==> config.mk <==
export PLATFORM = sky130hd
export DESIGN_NAME = xrs_bus_reader
export DESIGN_NICKNAME = d
export VERILOG_FILES = /design/src/rtl/xrs_pkg.sv /design/src/rtl/xrs_phase_calc.sv /design/src/rtl/xrs_tick_counter.sv /design/src/rtl/xrs_fsm.sv /design/src/rtl/xrs_bus_reader.sv
export SDC_FILE = /design/constraint.sdc
export NUM_CORES = 1
export LEC_CHECK = 0
export ABC_CLOCK_PERIOD_IN_PS = 2300
export BUFFER_PORTS_ARGS = -buffer_cell sky130_fd_sc_hd__buf_2
export CORE_MARGIN = 1
export CORE_UTILIZATION = 48
export DETAILED_ROUTE_END_ITERATION = 10
export PLACE_DENSITY_LB_ADDON = 0.3
export SLEW_MARGIN = 20
export SYNTH_ARGS = -nofsm -noshare
export SYNTH_HDL_FRONTEND = slang
export SYNTH_SLANG_ARGS = --single-unit
==> constraint.sdc <==
create_clock -name clk_i -period 2.3 [get_ports clk_i]
set_input_delay 0.46 -clock clk_i [delete_from_list [all_inputs] [get_ports clk_i]]
set_output_delay 0.46 -clock clk_i [all_outputs]
set_load 0.01 [all_outputs]
==> src/rtl/xrs_pkg.sv <==
package xrs_pkg;

    typedef enum logic [2:0] {
        ST_IDLE,
        ST_SELECT,
        ST_LATCH,
        ST_ADDR_HOLD,
        ST_TURN,
        ST_STROBE,
        ST_RECOVER
    } xrs_state_e;

    localparam int LATCH_FIELD_LO = 12;
    localparam int LATCH_FIELD_W  = 3;
    localparam int HOLD_BIT       = 10;
    localparam int TURN_BIT       = 9;
    localparam int WAIT_FIELD_LO  = 0;
    localparam int WAIT_FIELD_W   = 4;

endpackage

==> src/rtl/xrs_phase_calc.sv <==
module xrs_phase_calc
    import xrs_pkg::*;
#(
    parameter int PAR_W = 16,
    parameter int CNT_W = 6
) (
    input  logic [PAR_W-1:0] cfg_i,
    output logic [CNT_W-1:0] latch_len_o,
    output logic [CNT_W-1:0] hold_len_o,
    output logic [CNT_W-1:0] turn_len_o,
    output logic [CNT_W-1:0] strobe_len_o
);

    logic [LATCH_FIELD_W-1:0] latch_field;
    logic [WAIT_FIELD_W-1:0]  wait_field;

    assign latch_field = cfg_i[LATCH_FIELD_LO +: LATCH_FIELD_W];
    assign wait_field  = cfg_i[WAIT_FIELD_LO +: WAIT_FIELD_W];

    always_comb begin
        latch_len_o  = CNT_W'({latch_field, 1'b0}) + CNT_W'(2);
        strobe_len_o = CNT_W'({wait_field, 1'b0}) + CNT_W'(2);
        hold_len_o   = cfg_i[HOLD_BIT] ? CNT_W'(1) : CNT_W'(3);
        turn_len_o   = cfg_i[TURN_BIT] ? CNT_W'(0) : CNT_W'(2);
    end

endmodule

==> src/rtl/xrs_tick_counter.sv <==
module xrs_tick_counter #(
    parameter int CNT_W = 6
) (
    input  logic             clk_i,
    input  logic             rst_i,
    input  logic             load_i,
    input  logic [CNT_W-1:0] load_val_i,
    output logic [CNT_W-1:0] count_o,
    output logic             last_o
);

    logic [CNT_W-1:0] cnt_q;

    always_ff @(posedge clk_i) begin
        if (rst_i) begin
            cnt_q <= '0;
        end else if (load_i) begin
            cnt_q <= load_val_i;
        end else if (cnt_q != '0) begin
            cnt_q <= cnt_q - CNT_W'(1);
        end
    end

    assign count_o = cnt_q;
    assign last_o  = (cnt_q == '0);

endmodule

==> src/rtl/xrs_fsm.sv <==
module xrs_fsm
    import xrs_pkg::*;
#(
    parameter int CNT_W = 6
) (
    input  logic             clk_i,
    input  logic             rst_i,
    input  logic             start_i,
    input  logic             last_i,
    input  logic [CNT_W-1:0] count_i,
    input  logic [CNT_W-1:0] latch_len_i,
    input  logic [CNT_W-1:0] hold_len_i,
    input  logic [CNT_W-1:0] turn_len_i,
    input  logic [CNT_W-1:0] strobe_len_i,
    output xrs_state_e       state_o,
    output logic             load_o,
    output logic [CNT_W-1:0] load_val_o,
    output logic             strobe_end_o,
    output logic             cycle_end_o,
    output logic             sel_n_o,
    output logic             ale_o,
    output logic             rd_n_o,
    output logic             oe_o,
    output logic             be_win_o
);

    xrs_state_e state_q, state_d;

    always_ff @(posedge clk_i) begin
        if (rst_i) state_q <= ST_IDLE;
        else       state_q <= state_d;
    end

    always_comb begin
        state_d      = state_q;
        load_o       = 1'b0;
        load_val_o   = '0;
        strobe_end_o = 1'b0;
        cycle_end_o  = 1'b0;
        unique case (state_q)
            ST_IDLE: begin
                if (start_i) begin
                    state_d    = ST_SELECT;
                    load_o     = 1'b1;
                    load_val_o = '0;
                end
            end
            ST_SELECT: begin
                if (last_i) begin
                    state_d    = ST_LATCH;
                    load_o     = 1'b1;
                    load_val_o = latch_len_i - CNT_W'(1);
                end
            end
            ST_LATCH: begin
                if (last_i) begin
                    state_d    = ST_ADDR_HOLD;
                    load_o     = 1'b1;
                    load_val_o = hold_len_i - CNT_W'(1);
                end
            end
            ST_ADDR_HOLD: begin
                if (last_i) begin
                    load_o = 1'b1;
                    if (turn_len_i != '0) begin
                        state_d    = ST_TURN;
                        load_val_o = turn_len_i - CNT_W'(1);
                    end else begin
                        state_d    = ST_STROBE;
                        load_val_o = strobe_len_i - CNT_W'(1);
                    end
                end
            end
            ST_TURN: begin
                if (last_i) begin
                    state_d    = ST_STROBE;
                    load_o     = 1'b1;
                    load_val_o = strobe_len_i - CNT_W'(1);
                end
            end
            ST_STROBE: begin
                if (last_i) begin
                    state_d      = ST_RECOVER;
                    load_o       = 1'b1;
                    load_val_o   = CNT_W'(1);
                    strobe_end_o = 1'b1;
                end
            end
            ST_RECOVER: begin
                if (last_i) begin
                    state_d     = ST_IDLE;
                    cycle_end_o = 1'b1;
                end
            end
            default: state_d = ST_IDLE;
        endcase
    end

    always_comb begin
        sel_n_o  = 1'b1;
        ale_o    = 1'b0;
        rd_n_o   = 1'b1;
        oe_o     = 1'b0;
        be_win_o = 1'b0;
        unique case (state_q)
            ST_IDLE: ;
            ST_SELECT: begin
                sel_n_o = 1'b0;
                oe_o    = 1'b1;
            end
            ST_LATCH: begin
                sel_n_o = 1'b0;
                ale_o   = 1'b1;
                oe_o    = 1'b1;
            end
            ST_ADDR_HOLD: begin
                sel_n_o = 1'b0;
                oe_o    = 1'b1;
            end
            ST_TURN: sel_n_o = 1'b0;
            ST_STROBE: begin
                sel_n_o  = 1'b0;
                rd_n_o   = 1'b0;
                be_win_o = (count_i < CNT_W'(2));
            end
            ST_RECOVER: sel_n_o = 1'b0;
            default: ;
        endcase
    end

    assign state_o = state_q;

    // the select phase lasts exactly one tick before the latch phase
    assert_select_one_tick_R3: assert property (@(posedge clk_i) disable iff (rst_i)
        (state_q == ST_SELECT) |=> (state_q == ST_LATCH));

    // the recover phase always ends in idle or continues recovering
    assert_recover_exit_R8: assert property (@(posedge clk_i) disable iff (rst_i)
        (state_q == ST_RECOVER) |=> (state_q == ST_RECOVER || state_q == ST_IDLE));

endmodule

==> src/rtl/xrs_bus_reader.sv <==
module xrs_bus_reader
    import xrs_pkg::*;
#(
    parameter int LANE_W = 16,
    parameter int PAR_W  = 16
) (
    input  logic                  clk_i,
    input  logic                  rst_i,
    input  logic                  req_i,
    input  logic [LANE_W-1:0]     req_addr_i,
    input  logic [LANE_W/8-1:0]   req_be_i,
    input  logic [PAR_W-1:0]      cfg_i,
    output logic                  busy_o,
    output logic                  done_o,
    output logic [LANE_W-1:0]     rdata_o,
    output logic                  bus_sel_n_o,
    output logic                  bus_ale_o,
    output logic                  bus_rd_n_o,
    output logic [LANE_W/8-1:0]   bus_be_n_o,
    output logic [LANE_W-1:0]     bus_ad_o,
    output logic                  bus_ad_oe_o,
    input  logic [LANE_W-1:0]     bus_ad_i
);

    localparam int BE_W    = LANE_W / 8;
    localparam int MAX_LEN = 2 * (1 << WAIT_FIELD_W);
    localparam int CNT_W   = $clog2(MAX_LEN + 1);

    xrs_state_e        state;
    logic              start;
    logic              load, last, strobe_end, cycle_end, be_win, oe;
    logic [CNT_W-1:0]  load_val, count;
    logic [CNT_W-1:0]  latch_len, hold_len, turn_len, strobe_len;

    logic [PAR_W-1:0]  cfg_q;
    logic [LANE_W-1:0] addr_q;
    logic [BE_W-1:0]   be_q;
    logic [LANE_W-1:0] rdata_q;
    logic              done_q;

    assign start = req_i && (state == ST_IDLE);

    always_ff @(posedge clk_i) begin
        if (rst_i) begin
            cfg_q   <= '0;
            addr_q  <= '0;
            be_q    <= '0;
            rdata_q <= '0;
            done_q  <= 1'b0;
        end else begin
            if (start) begin
                cfg_q  <= cfg_i;
                addr_q <= req_addr_i;
                be_q   <= req_be_i;
            end
            if (strobe_end) rdata_q <= bus_ad_i;
            done_q <= cycle_end;
        end
    end

    xrs_phase_calc #(.PAR_W(PAR_W), .CNT_W(CNT_W)) calc_i (
        .cfg_i        (cfg_q),
        .latch_len_o  (latch_len),
        .hold_len_o   (hold_len),
        .turn_len_o   (turn_len),
        .strobe_len_o (strobe_len)
    );

    xrs_tick_counter #(.CNT_W(CNT_W)) cnt_i (
        .clk_i      (clk_i),
        .rst_i      (rst_i),
        .load_i     (load),
        .load_val_i (load_val),
        .count_o    (count),
        .last_o     (last)
    );

    xrs_fsm #(.CNT_W(CNT_W)) fsm_i (
        .clk_i        (clk_i),
        .rst_i        (rst_i),
        .start_i      (start),
        .last_i       (last),
        .count_i      (count),
        .latch_len_i  (latch_len),
        .hold_len_i   (hold_len),
        .turn_len_i   (turn_len),
        .strobe_len_i (strobe_len),
        .state_o      (state),
        .load_o       (load),
        .load_val_o   (load_val),
        .strobe_end_o (strobe_end),
        .cycle_end_o  (cycle_end),
        .sel_n_o      (bus_sel_n_o),
        .ale_o        (bus_ale_o),
        .rd_n_o       (bus_rd_n_o),
        .oe_o         (oe),
        .be_win_o     (be_win)
    );

    assign bus_ad_oe_o = oe;
    assign bus_ad_o    = oe ? addr_q : '0;
    assign bus_be_n_o  = be_win ? ~be_q : '1;
    assign busy_o      = (state != ST_IDLE);
    assign done_o      = done_q;
    assign rdata_o     = rdata_q;

    assert_ale_after_sel_R3: assert property (@(posedge clk_i) disable iff (rst_i)
        $fell(bus_sel_n_o) |=> bus_ale_o);

    assert_be_inside_strobe_R7: assert property (@(posedge clk_i) disable iff (rst_i)
        (bus_be_n_o != '1) |-> !bus_rd_n_o);

    assert_no_drive_in_read_R8: assert property (@(posedge clk_i) disable iff (rst_i)
        !bus_rd_n_o |-> !bus_ad_oe_o);

    assert_sel_over_rd_rise_R8: assert property (@(posedge clk_i) disable iff (rst_i)
        $rose(bus_rd_n_o) |-> !bus_sel_n_o);

    assert_done_single_R9: assert property (@(posedge clk_i) disable iff (rst_i)
        done_o |=> !done_o);

    assert_done_when_released_R9: assert property (@(posedge clk_i) disable iff (rst_i)
        done_o |-> (bus_sel_n_o && !busy_o));

    assert_cfg_frozen_R10: assert property (@(posedge clk_i) disable iff (rst_i)
        (busy_o && $past(busy_o)) |-> $stable(cfg_q));

endmodule

Word level (Yosys, flattened, before mapping)
Cells that the tools add are included.

Register bits: 59. Input port bits: 53. Logic and storage cells: 73.

Add/subtract/negate cells: 7. Magnitude comparators: 1. Equal/unequal tests: 13. Mux-type cells: 31. Bitwise logic cells: 2. Reductions and logical operators: 12.

Operator list (number): two-way mux 6 bit (7); one-hot mux 6 bit (5 select lines) (1); two-way mux 3 bit (7); one-hot mux 3 bit (7 select lines) (1); two-way mux 16 bit (1); inequality test 2 bit, second input constant (6); nonzero test 6 bit (2); subtractor 6 x 1 -> 6 bit, second input constant (2); two-way mux 1 bit (10); equality test 3 bit, second input constant (3); AND reduction 7 bit (1); adder 5 x 2 -> 6 bit, second input constant (1); equality test 3 x 2 -> 1 bit, second input constant (2); zero test 6 bit (1); < comparator 6 x 2 -> 1 bit, second input constant (1); two-way mux 2 bit (3); OR reduction 6 bit (1); subtractor 2 x 1 -> 3 bit, second input constant (2); subtractor 5 x 1 -> 6 bit, second input constant (1); adder 4 x 2 -> 5 bit, second input constant (1); OR reduction 5 bit (1); equality test 3 x 1 -> 1 bit, second input constant (1); zero test 3 bit (1); nonzero test 3 bit (1); 8 further kinds (8).

Longest topological paths before layout
Gate-level depths: netlist (run 1).

Depth in word-level cells: 6. Mapped depth: 8. Mapped depth without buffers: 6.

Cells and area by module
From an unflattened synthesis (run 1), not the netlist that was laid out.

Cell total of the unflattened synthesis: 419. Area total of the unflattened synthesis: 3666.0 µm².

By module, submodules not included: xrs_bus_reader (instances 1, cells each 222, area each 2277.2 µm²); xrs_fsm (instances 1, cells each 124, area each 798.3 µm²); xrs_tick_counter (instances 1, cells each 46, area each 395.4 µm²); xrs_phase_calc (instances 1, cells each 27, area each 195.2 µm²).

Worst setup path before layout (run 1)
No wires, ideal clock.

Kind: register to output. From: reg fsm_i.state_q[1] (netlist: fsm_i.state_o[1]). To: out bus_ad_o[10]. Arrival time: 1.305 ns. Data required time: 1.840 ns. Setup slack: 0.535 ns. Cell stages (with the launch flop): 6. Buffers on the path: 2. Cell sequence: dfxtp_1 buf_2 nor2_1 nor2_1 clkbuf_1 and2_1.

Longest elaborated chain between the ends: 4. Elaborated cells on any way between the ends: 6. Those cells by class: eq/ne (3); mux (2); reduce/logical (1).

RTL lines: start, declared (RTL line xrs_fsm.sv:27) `xrs_state_e state_q, state_d;`; start signal, assigned (RTL line xrs_fsm.sv:31) `else state_q <= state_d;`; equality test 3 x 1 -> 1 bit or equality test 3 x 2 -> 1 bit (tied branches) (RTL line xrs_fsm.sv:105) `unique case (state_q)`; OR reduction 3 bit (no source line) *; two-way mux 1 bit * (RTL line xrs_fsm.sv:105); named net bus_ad_oe_o (RTL line xrs_bus_reader.sv:21) `output logic bus_ad_oe_o,`; two-way mux 16 bit * (RTL line xrs_bus_reader.sv:101) `assign bus_ad_o = oe ? addr_q : '0;`; end, declared (RTL line xrs_bus_reader.sv:20) `output logic [LANE_W-1:0] bus_ad_o,`.

The timed path passes the listed nets; every way through them passes the cells marked *.

Final worst setup path (run 1)
From: reg cnt_i.cnt_q[2] (netlist: cnt_i.count_o[2]). To: out bus_be_n_o[0].

Longest elaborated chain between the ends: 3.

RTL lines: start, declared (RTL line xrs_tick_counter.sv:12) `logic [CNT_W-1:0] cnt_q;`; start signal, assigned (RTL line xrs_tick_counter.sv:18) `cnt_q <= load_val_i;`; start signal, assigned (RTL line xrs_tick_counter.sv:20) `cnt_q <= cnt_q - CNT_W'(1);`; < comparator 6 x 2 -> 1 bit (RTL line xrs_fsm.sv:124) `be_win_o = (count_i < CNT_W'(2));`; two-way mux 1 bit (RTL line xrs_fsm.sv:105); two-way mux 2 bit (RTL line xrs_bus_reader.sv:102) `assign bus_be_n_o = be_win ? ~be_q : '1;`; end, declared (RTL line xrs_bus_reader.sv:19) `output logic [LANE_W/8-1:0] bus_be_n_o,`.

Every way passes these cells.

==> results.sh, run 1 <==
export IMPL_status="complete, no violations"
export IMPL_synthTopCellsByCount="nand2_1 (62), dfxtp_1 (53), a21oi_1 (33)"
export IMPL_powerDensity_nw_per_um2=1010
export IMPL_post_cts_setup_buffers=0
export IMPL_clk_latency_ns=0.30
export IMPL_drc_errors=0
export IMPL_path_clk_slew_ns=0.10
export IMPL_antenna_left=0
export IMPL_start_util=0.498
export IMPL_period_share=0.922
export IMPL_cts_sinks=53
export IMPL_maxSlewHeadroom=0.610
export IMPL_max_stage_delay_ns=0.54
export IMPL_fp_dieArea_sq_um=5180
export IMPL_p_leak_nw=1.43
export IMPL_setup_tns_ns=0
export IMPL_cts_tree="built"
export IMPL_rows=25
export IMPL_port_buffers=85
export IMPL_final_core_util=0.626
export IMPL_path_max_fanout=4
export IMPL_grt_pass1_vias=2019
export IMPL_synth_edf_count=0
export IMPL_dr_pass1_iters=4
export IMPL_synth_area_leaders="dfxtp_1 (45%), nand2_1 (9.9%), a21oi_1 (7.0%), mux2i_1 (6.8%), and2_1 (4.8%)"
export IMPL_finalCriticalPeriod_ns=2.12
export IMPL_wl_per_cell_um=12.6
export IMPL_avgSynthCellArea_sq_um=8.25
export IMPL_antenna_cells=0
export IMPL_critPathRequiredTime_ns=1.84
export IMPL_fillers=424
export IMPL_overflow=0
export IMPL_ys_warn_count=0
export IMPL_grt_pass1_wl_um=8800
export IMPL_ys_types=44
export IMPL_synth_most_common_cell="nand2_1"
export IMPL_netlist_instances=285
export IMPL_ys_flop_type="dfxtp_1"
export IMPL_root_buffer="clkbuf_8"
export IMPL_cts_buffers_inserted=5
export IMPL_synth_largest_area_cell="dfxtp_1"
export IMPL_final_max_slew_viol_count=0
export IMPL_synthesis_area_sq_um=2350
export IMPL_cp_arrival_ns=1.66
export IMPL_rsz0062_at_grt="no"
export IMPL_viasPerCell=5.10
export IMPL_cp_cell_sequence="or4_4 -> nor3_1 -> nand2_1 -> buf_2"
export IMPL_synth_nets=339
export IMPL_irDropWorstVdd_uv=468
export IMPL_nNetsFinal=422
export IMPL_synth_seq_cells=53
export IMPL_clock_skew_ns=0.0114
export IMPL_dpl_hpwl_um=3970
export IMPL_yosysSeqAreaShare=0.451
export IMPL_areaGrowthSynthToFinish_pct=25.7
export IMPL_grt_start_max_net_pins=21
export IMPL_vias=2223
export IMPL_setup_worst_path_end_class="output port"
export IMPL_async_flop_share=0
export IMPL_crit_type="flop to output port"
export IMPL_finalSetupViolations=0
export IMPL_hold_viol_final=0
export IMPL_cts_resized=0
export IMPL_cap_violations=0
export IMPL_globalRouteTotalUtil=0.216
export IMPL_die_h_um=72.0
export IMPL_drt_total_wl_um=5500
export IMPL_min_path_type="input pin to flop"
export IMPL_cpMaxStageDelayCell="or4_4"
export IMPL_antenna_found_initial=0
export IMPL_drtIter0Drc=131
export IMPL_synth_top_area_frac=0.451
export IMPL_core_area_sq_um=4720
export IMPL_worst_pin_slew_ns=0.582
export IMPL_die_w_um=72.0
export IMPL_h_tree_depth=2
export IMPL_top_level_ports=93
export IMPL_place_gp_congestion=0.848
export IMPL_worst_setup_path_start_kind="flop"
export IMPL_layout_drive_gt1_share=0.309
export IMPL_clockBufferDepth=2
export IMPL_cts_hold_buffers=0
export IMPL_fmax_mhz=471
## sequential cells by signal, summed over array words and instances, names as in the netlist
signal and flops:
addr_q 16, be_q 2, cfg_q 9, cnt_i.count_o 6
done_o 1, fsm_i.state_o 3, rdata_o 16
## worst max-delay path, delay by kind of cell, from the launching register on
family / cells / cell delay, ns
DFF: 1 / 0.37
and+or+nand+nor: 3 / 0.84
buffers and inverters: 1 / 0.14
## cells by family (layout without fill, tap and decap cells)
logic type	Yosys count	after routing	share of synthesized area
AOI/OAI and AO/OA	55	55	0.144
xor gates and xnor gates	3	3	0.0112
adders and majority gates	1	1	0.00532
buffers and inverters	24	108	0.0473
DFF	53	53	0.451
muxes	16	16	0.0681
and+or+nand+nor	133	133	0.273
## cells in the final DEF, fill, tap and decap left out, drive strengths merged, types with 2 or more instances in the layout
cell	instances
a21oi	33
and2	19
and3	2
buf	96
clkbuf	7
dfxtp	53
inv	4
mux2i	16
nand2	62
nand2b	4
nand3	5
nand3b	2
nor2	27
nor3	5
nor4	3
nor4b	2
o211ai	2
o21ai	7
o311ai	2
xor2	2
## area by class of cell
type	count	area, sq um	area share
multi-input combinational	208	1190	0.402
sequential	53	1060	0.359
timing repair buffer	96	508	0.172
clock buffer	7	96.3	0.0326
tap	67	83.8	0.0283
inverter	4	15.0	0.00508
clock inverter	1	5.00	0.00169
## report_power, final
group / switching (mW) / internal (mW) / leakage [nW]
Sequential: 0.142 / 1.06 / 0.432
Clock: 0.298 / 0.273 / 0.0542
Combinational: 0.705 / 0.494 / 0.943
Total: 1.15 / 1.83 / 1.43
## final timing paths
check | startpoint | end | slack [ns] | depth (start not counted)
setup / recovery | cnt_i.count_o[2] | bus_be_n_o[0] | 0.18 | 4
hold / removal | cfg_i[12] | cfg_q[12] | 0.38 | 3
setup reg to reg | cnt_i.count_o[0] | fsm_i.state_o[0] | 0.36 | 6
hold reg to reg | addr_q[0] | addr_q[0] | 0.45 | 2
## stage by stage
| stage | hold WS [ns] | setup WS (ns) | instances | cell area [sq um] | power, mW |
|---|---|---|---|---|---|
| 2_1_floorplan | 0.432 | 0.535 | 285 | 2350 | 2.07 |
| 3_3_place_gp | 0.437 | 0.431 | 428 | 2860 | 2.39 |
| 3_5_place_dp | 0.444 | 0.387 | 428 | 2860 | 2.42 |
| 4_1_cts | 0.376 | 0.157 | 436 | 2960 | 2.99 |
| 5_1_grt | 0.371 | 0.0414 | 436 | 2960 | 3.17 |
| 6_report | 0.382 | 0.178 | 436 | 2960 | 2.97 |
## routing by layer
layer / global-route usage / routed length [um] / vias up / part of all wire
met1: 0.250 / 2350 / 1018 / 0.43
met3: 0.0653 / 299 / 4 / 0.054
met5: 0 / 0 / - / 0
met2: 0.382 / 2810 / 72 / 0.51
li1: - / - / 1129 / -
met4: 0.0697 / 42 / 0 / 0.0076
No activity file was read; power rests on OpenSTA's default activity.
==> inputs of run 2 (changes only) <==
--- a/config.mk
+++ b/config.mk
@@ -8,7 +8,7 @@
 export ABC_CLOCK_PERIOD_IN_PS = 2300
 export BUFFER_PORTS_ARGS = -buffer_cell sky130_fd_sc_hd__buf_2
 export CORE_MARGIN = 1
-export CORE_UTILIZATION = 48
+export CORE_UTILIZATION = 25
 export DETAILED_ROUTE_END_ITERATION = 10
 export PLACE_DENSITY_LB_ADDON = 0.3
 export SLEW_MARGIN = 20
==> run 2 against run 1 <==
  * Wire length up 5.1%
  * Die area up 89%
  * Power up 0.51%
  * Critical path type unchanged
  * Final area up 1.8%
  * Final cell count up 10%
  * Utilization down 30 points
  * Non-clock buffer count unchanged
  * Worst setup slack better by 0.0097 ns
  * Register-to-register slack better by 0.02 ns
  * Sequential power about the same
  * First-iteration DRC count up 24%
==> results.sh, run 2 (synthesis gave the netlist of run 1 again) <==
export IMPL_status="complete, no violations"
export IMPL_drc_errors=0
export IMPL_max_stage_delay_ns=0.58
export IMPL_die_h_um=99
export IMPL_globalRouteTotalUtil=0.119
export IMPL_crit_family="flip-flops"
export IMPL_irDropWorstVdd_uv=361
export IMPL_worst_pin_slew_ns=0.620
export IMPL_setup_tns_ns=0
export IMPL_cts_hold_buffers=0
export IMPL_core_area_sq_um=9200
export IMPL_setup_worst_path_end_class="output port"
export IMPL_cp_arrival_ns=1.65
export IMPL_start_util=0.256
export IMPL_seq_area_sq_um=1060
export IMPL_worst_setup_path_start_kind="flop"
export IMPL_clock_skew_ns=0.00965
export IMPL_final_cells=480
export IMPL_total_power_mw=2.99
export IMPL_final_common_cell="buf_2"
export IMPL_fp_dieArea_sq_um=9800
export IMPL_place_gp_congestion=0.830
export IMPL_r2r_setup_slack_ns=0.38
export IMPL_final_cell_mix="buf_2 (85), nand2_1 (62), dfxtp_1 (53)"
export IMPL_post_cts_setup_buffers=0
export IMPL_cts_buffers_inserted=5
export IMPL_areaGrowthSynthToFinish_pct=28.0
export IMPL_cts_sinks=53
export IMPL_vias=2193
export IMPL_path_clk_slew_ns=0.10
export IMPL_cp_cell_sequence="nor2_1 -> nor2_1 -> buf_4 -> and2_1 -> buf_2"
export IMPL_grt_pass1_vias=1975
export IMPL_root_buffer="clkbuf_8"
export IMPL_antenna_found_initial=0
export IMPL_nNetsFinal=422
export IMPL_antenna_left=0
export IMPL_dpl_hpwl_um=4170
export IMPL_rows=35
export IMPL_hold_viol_final=0
export IMPL_port_buffers=85
export IMPL_maxSlewHeadroom=0.587
export IMPL_worst_path_buf_inv=2
export IMPL_powerDensity_nw_per_um2=992
export IMPL_viasPerCell=4.57
export IMPL_clockBufferDepth=2
export IMPL_cpMaxStageDelayCell="dfxtp_1"
export IMPL_fmax_mhz=474
export IMPL_hold_ws_ns=0.371
export IMPL_grt_pass1_wl_um=9300
export IMPL_cap_violations=0
export IMPL_multiInputGateArea_sq_um=1190
export IMPL_overflow=0
export IMPL_dp_cells=472
export IMPL_cts_resized=0
export IMPL_final_max_slew_viol_count=0
export IMPL_path_max_fanout=11
export IMPL_layout_drive_gt1_share=0.309
export IMPL_dr_pass1_iters=4
export IMPL_cts_tree="built"
export IMPL_grt_start_max_net_pins=32
export IMPL_antenna_cells=0
export IMPL_period_share=0.918
export IMPL_clk_latency_ns=0.31
export IMPL_critPathRequiredTime_ns=1.84
export IMPL_h_tree_depth=2
export IMPL_top_level_ports=93
export IMPL_crit_type="flop to output port"
export IMPL_drt_total_wl_um=5780
export IMPL_wl_per_cell_um=12.0
export IMPL_min_path_type="input pin to flop"
export IMPL_crit_top_cell="nor2_1"
export IMPL_die_w_um=99
export IMPL_finalSetupViolations=0
export IMPL_finalCriticalPeriod_ns=2.11
export IMPL_p_leak_nw=1.43
export IMPL_fillers=1018
export IMPL_rsz0062_at_grt="no"
export IMPL_drtIter0Drc=162
## run 2: tightest hold or removal path, delay by kind of cell
family	cells	cell delay, ns
buffers and inverters	1	0.07
AND/OR/NAND/NOR	1	0.07
multiplexers	1	0.05
## run 2: final timing paths
check	endpoint	from	depth (start not counted)
setup / recovery	bus_ad_o[2]	fsm_i.state_o[1]	5
hold / removal	rdata_o[5]	bus_ad_i[5]	3
setup reg to reg	fsm_i.state_o[0]	cnt_i.count_o[0]	6
hold reg to reg	addr_q[5]	addr_q[5]	2
## run 2: per-stage QoR
step	worst slack (ns)	utilization	area, sq um
final	0.188	0.327	3010
after global routing	0.0335	0.327	3010
after CTS	0.149	0.327	3010
after detailed placement	0.413	0.317	2910
after global placement	0.419	0.317	2910
after floorplan	0.535	-	2350
## run 2: routing by layer
metal  vias to the layer above  GRT usage  share of wire
met5                         -          0              0
met4                         0     0.0344         0.0097
met3                         4     0.0277          0.051
met2                        55      0.188           0.45
met1                      1007      0.160           0.49
li1                       1127          -              -
## run 2: power breakdown
| group | internal, mW | switching (mW) |
|---|---|---|
| logic | 0.505 | 0.714 |
| registers | 1.06 | 0.137 |
| clock network | 0.251 | 0.320 |
## run 2: layout make-up
cell class,instances,share of cell area
clock buffer,6,0.0274
clock inverter,2,0.00582
inverter,4,0.00499
multi-input combinational,208,0.395
sequential,53,0.352
tap,111,0.0461
timing repair buffer,96,0.169
==> inputs of run 3 (changes only) <==
--- a/config.mk
+++ b/config.mk
@@ -5,6 +5,7 @@
 export SDC_FILE = /design/constraint.sdc
 export NUM_CORES = 1
 export LEC_CHECK = 0
+export ABC_AREA = 1
 export ABC_CLOCK_PERIOD_IN_PS = 2300
 export BUFFER_PORTS_ARGS = -buffer_cell sky130_fd_sc_hd__buf_2
 export CORE_MARGIN = 1
==> run 3 against run 2 <==
  * Combinational power up 25%
  * Critical path depth up 2
  * Power up 9.2%
  * Count of clock-buffer cells in the layout unchanged
  * Hold slack worse by 0.044 ns
  * Synthesized area down 1.2%
  * Critical path type unchanged
  * Global-route usage grew 0.11 points
  * Non-clock buffer count down 7
  * Die area decreased by 1.1%
==> results.sh, run 3 <==
export IMPL_cts_sinks=53
export IMPL_antenna_found_initial=0
export IMPL_ys_flop_type="dfxtp_1"
export IMPL_grt_start_max_net_pins=51
export IMPL_crit_type="flop to output port"
export IMPL_drtIter0Drc=79
export IMPL_start_util=0.263
export IMPL_antenna_cells=0
export IMPL_synth_largest_area_cell="dfxtp_1"
export IMPL_cpMaxStageDelayCell="dfxtp_1"
export IMPL_ys_warn_count=0
export IMPL_path_max_fanout=16
export IMPL_port_buffers=85
export IMPL_nNetsFinal=455
export IMPL_final_common_cell="buf_2"
export IMPL_worst_pin_slew_ns=0.583
export IMPL_async_flop_share=0
export IMPL_dr_pass1_iters=6
export IMPL_netlist_instances=321
export IMPL_worst_path_buf_inv=4
export IMPL_period_share=0.885
export IMPL_h_tree_depth=2
export IMPL_clk_latency_ns=0.30
export IMPL_powerDensity_nw_per_um2=1110
export IMPL_areaGrowthSynthToFinish_pct=26.4
export IMPL_max_stage_delay_ns=0.38
export IMPL_synth_nets=375
export IMPL_irDropWorstVdd_uv=331
export IMPL_synth_edf_count=0
export IMPL_maxSlewHeadroom=0.611
export IMPL_drc_errors=0
export IMPL_min_from="rst_i"
export IMPL_globalRouteTotalUtil=0.120
export IMPL_drt_total_wl_um=5550
export IMPL_final_cell_mix="buf_2 (85), nor2_1 (69), dfxtp_1 (52)"
export IMPL_fmax_mhz=491
export IMPL_p_leak_nw=1.43
export IMPL_root_buffer="clkbuf_8"
export IMPL_final_max_slew_viol_count=0
export IMPL_clockBufferDepth=2
export IMPL_timing_final_ws_setup_ns=0.264
export IMPL_clock_skew_ns=0.00850
export IMPL_synth_most_common_cell="nor2_1"
export IMPL_grt_pass1_vias=2094
export IMPL_avgSynthCellArea_sq_um=7.24
export IMPL_grt_pass1_wl_um=9450
export IMPL_worst_setup_path_start_kind="flop"
export IMPL_finalSetupViolations=0
export IMPL_synthTopCellsByCount="nor2_1 (69), dfxtp_1 (53), o21ai_0 (44)"
export IMPL_die_h_um=98.4
export IMPL_cp_arrival_ns=1.58
export IMPL_setup_worst_path_end_class="output port"
export IMPL_die_w_um=98.4
export IMPL_cts_buffers_inserted=5
export IMPL_hold_viol_final=0
export IMPL_min_path_type="input pin to flop"
export IMPL_antenna_left=0
export IMPL_critPathRequiredTime_ns=1.84
export IMPL_dp_slack_ns=0.417
export IMPL_synth_seq_cells=53
export IMPL_vias=2204
export IMPL_top_level_ports=93
export IMPL_finalCriticalPeriod_ns=2.04
export IMPL_yosysSeqAreaShare=0.456
export IMPL_wl_per_cell_um=10.9
export IMPL_core_area_sq_um=8850
export IMPL_rsz0062_at_grt="no"
export IMPL_cap_violations=0
export IMPL_synthesis_area_sq_um=2320
export IMPL_startpoint="fsm_i.state_o[2]"
export IMPL_total_power_mw=3.26
export IMPL_reg2reg_from="fsm_i.state_o[2]"
export IMPL_fp_dieArea_sq_um=9690
export IMPL_ys_types=28
export IMPL_synth_area_leaders="dfxtp_1 (46%), nor2_1 (11%), o21ai_0 (9.5%), a21oi_1 (6.7%), inv_1 (6.0%)"
export IMPL_layout_drive_gt1_share=0.276
export IMPL_path_clk_slew_ns=0.09
export IMPL_crit_family="buffers and inverters"
export IMPL_rows=34
export IMPL_crit_top_cell="nand2_1"
export IMPL_setup_tns_ns=0
export IMPL_dpl_hpwl_um=3970
export IMPL_overflow=0
export IMPL_viasPerCell=4.32
export IMPL_synth_top_area_frac=0.456
export IMPL_cp_cell_sequence="inv_1 -> nand2_1 -> nand2_1 -> clkinvlp_4 -> buf_12 -> nor2_1 -> buf_2"
export IMPL_status="complete, no violations"
export IMPL_place_gp_congestion=0.820
export IMPL_cts_tree="built"
[run 3: path summary, 6_finish.rpt]
kind                            slack, ns      endpoint  cells past startpoint
worst min-delay path                 0.33        done_o                      2
worst max-delay path                 0.26  bus_ad_o[12]                      7
worst max register to register       0.47     cfg_q[12]                      5
worst min register to register       0.45      cfg_q[2]                      2
[run 3: layer usage]
layer | routed length (um) | share of wire | vias up | global-route usage
met5 | 0 | 0 | - | 0
met4 | 108 | 0.019 | 0 | 0.0459
met3 | 202 | 0.036 | 8 | 0.0255
met2 | 2590 | 0.47 | 45 | 0.209
met1 | 2660 | 0.48 | 963 | 0.144
li1 | - | - | 1188 | -
[run 3: through the flow]
stage	hold WS, ns	std cells	utilization	instance area (sq um)
finish	0.327	510	0.332	2940
CTS	0.318	509	0.329	2910
global placement	0.439	501	0.320	2830
global route	0.321	510	0.332	2940
floorplan	0.423	321	-	2320
detailed placement	0.440	501	0.320	2830
[run 3: worst register-to-register path, delay by kind of cell (launching register included)]
| family | cells | cell delay [ns] |
|---|---|---|
| simple gates | 2 | 0.67 |
| buf+inv | 1 | 0.37 |
| flops | 1 | 0.38 |
| compound gates | 2 | 0.29 |
[run 3: final cells by class]
type	instances	area (sq um)
timing repair buffer	89	480
tap	108	135
fill	995	5910
inverter	41	163
clock buffer	6	72.6
clock inverter	2	10.0
sequential	53	1060
multi-input combinational	211	1020
[run 3: kinds of logic (layout without fill, tap and decap cells)]
family,Yosys count,count (layout),share of synthesized area
AND/OR/NAND/NOR,125,125,0.242
XOR/XNOR,3,3,0.0113
flip-flops,53,53,0.456
buffers and inverters,57,138,0.107
adder cells (fa/ha/maj),1,1,0.00538
AO/OA/AOI/OAI,82,82,0.179
[run 3: where the power goes]
group	switching (mW)	internal (mW)	total, mW	leakage [nW]
sequential	0.112	1.12	1.23	0.435
clock	0.303	0.212	0.515	0.0450
combinational	0.958	0.560	1.52	0.950
total	1.37	1.89	3.26	1.43
[run 3: timing repair]
item / CTS / global route
setup endpoints to repair: 0 / 16
buffers inserted: 0 / 1
resized for setup: 0 / 2
hold buffers: 0 / 0
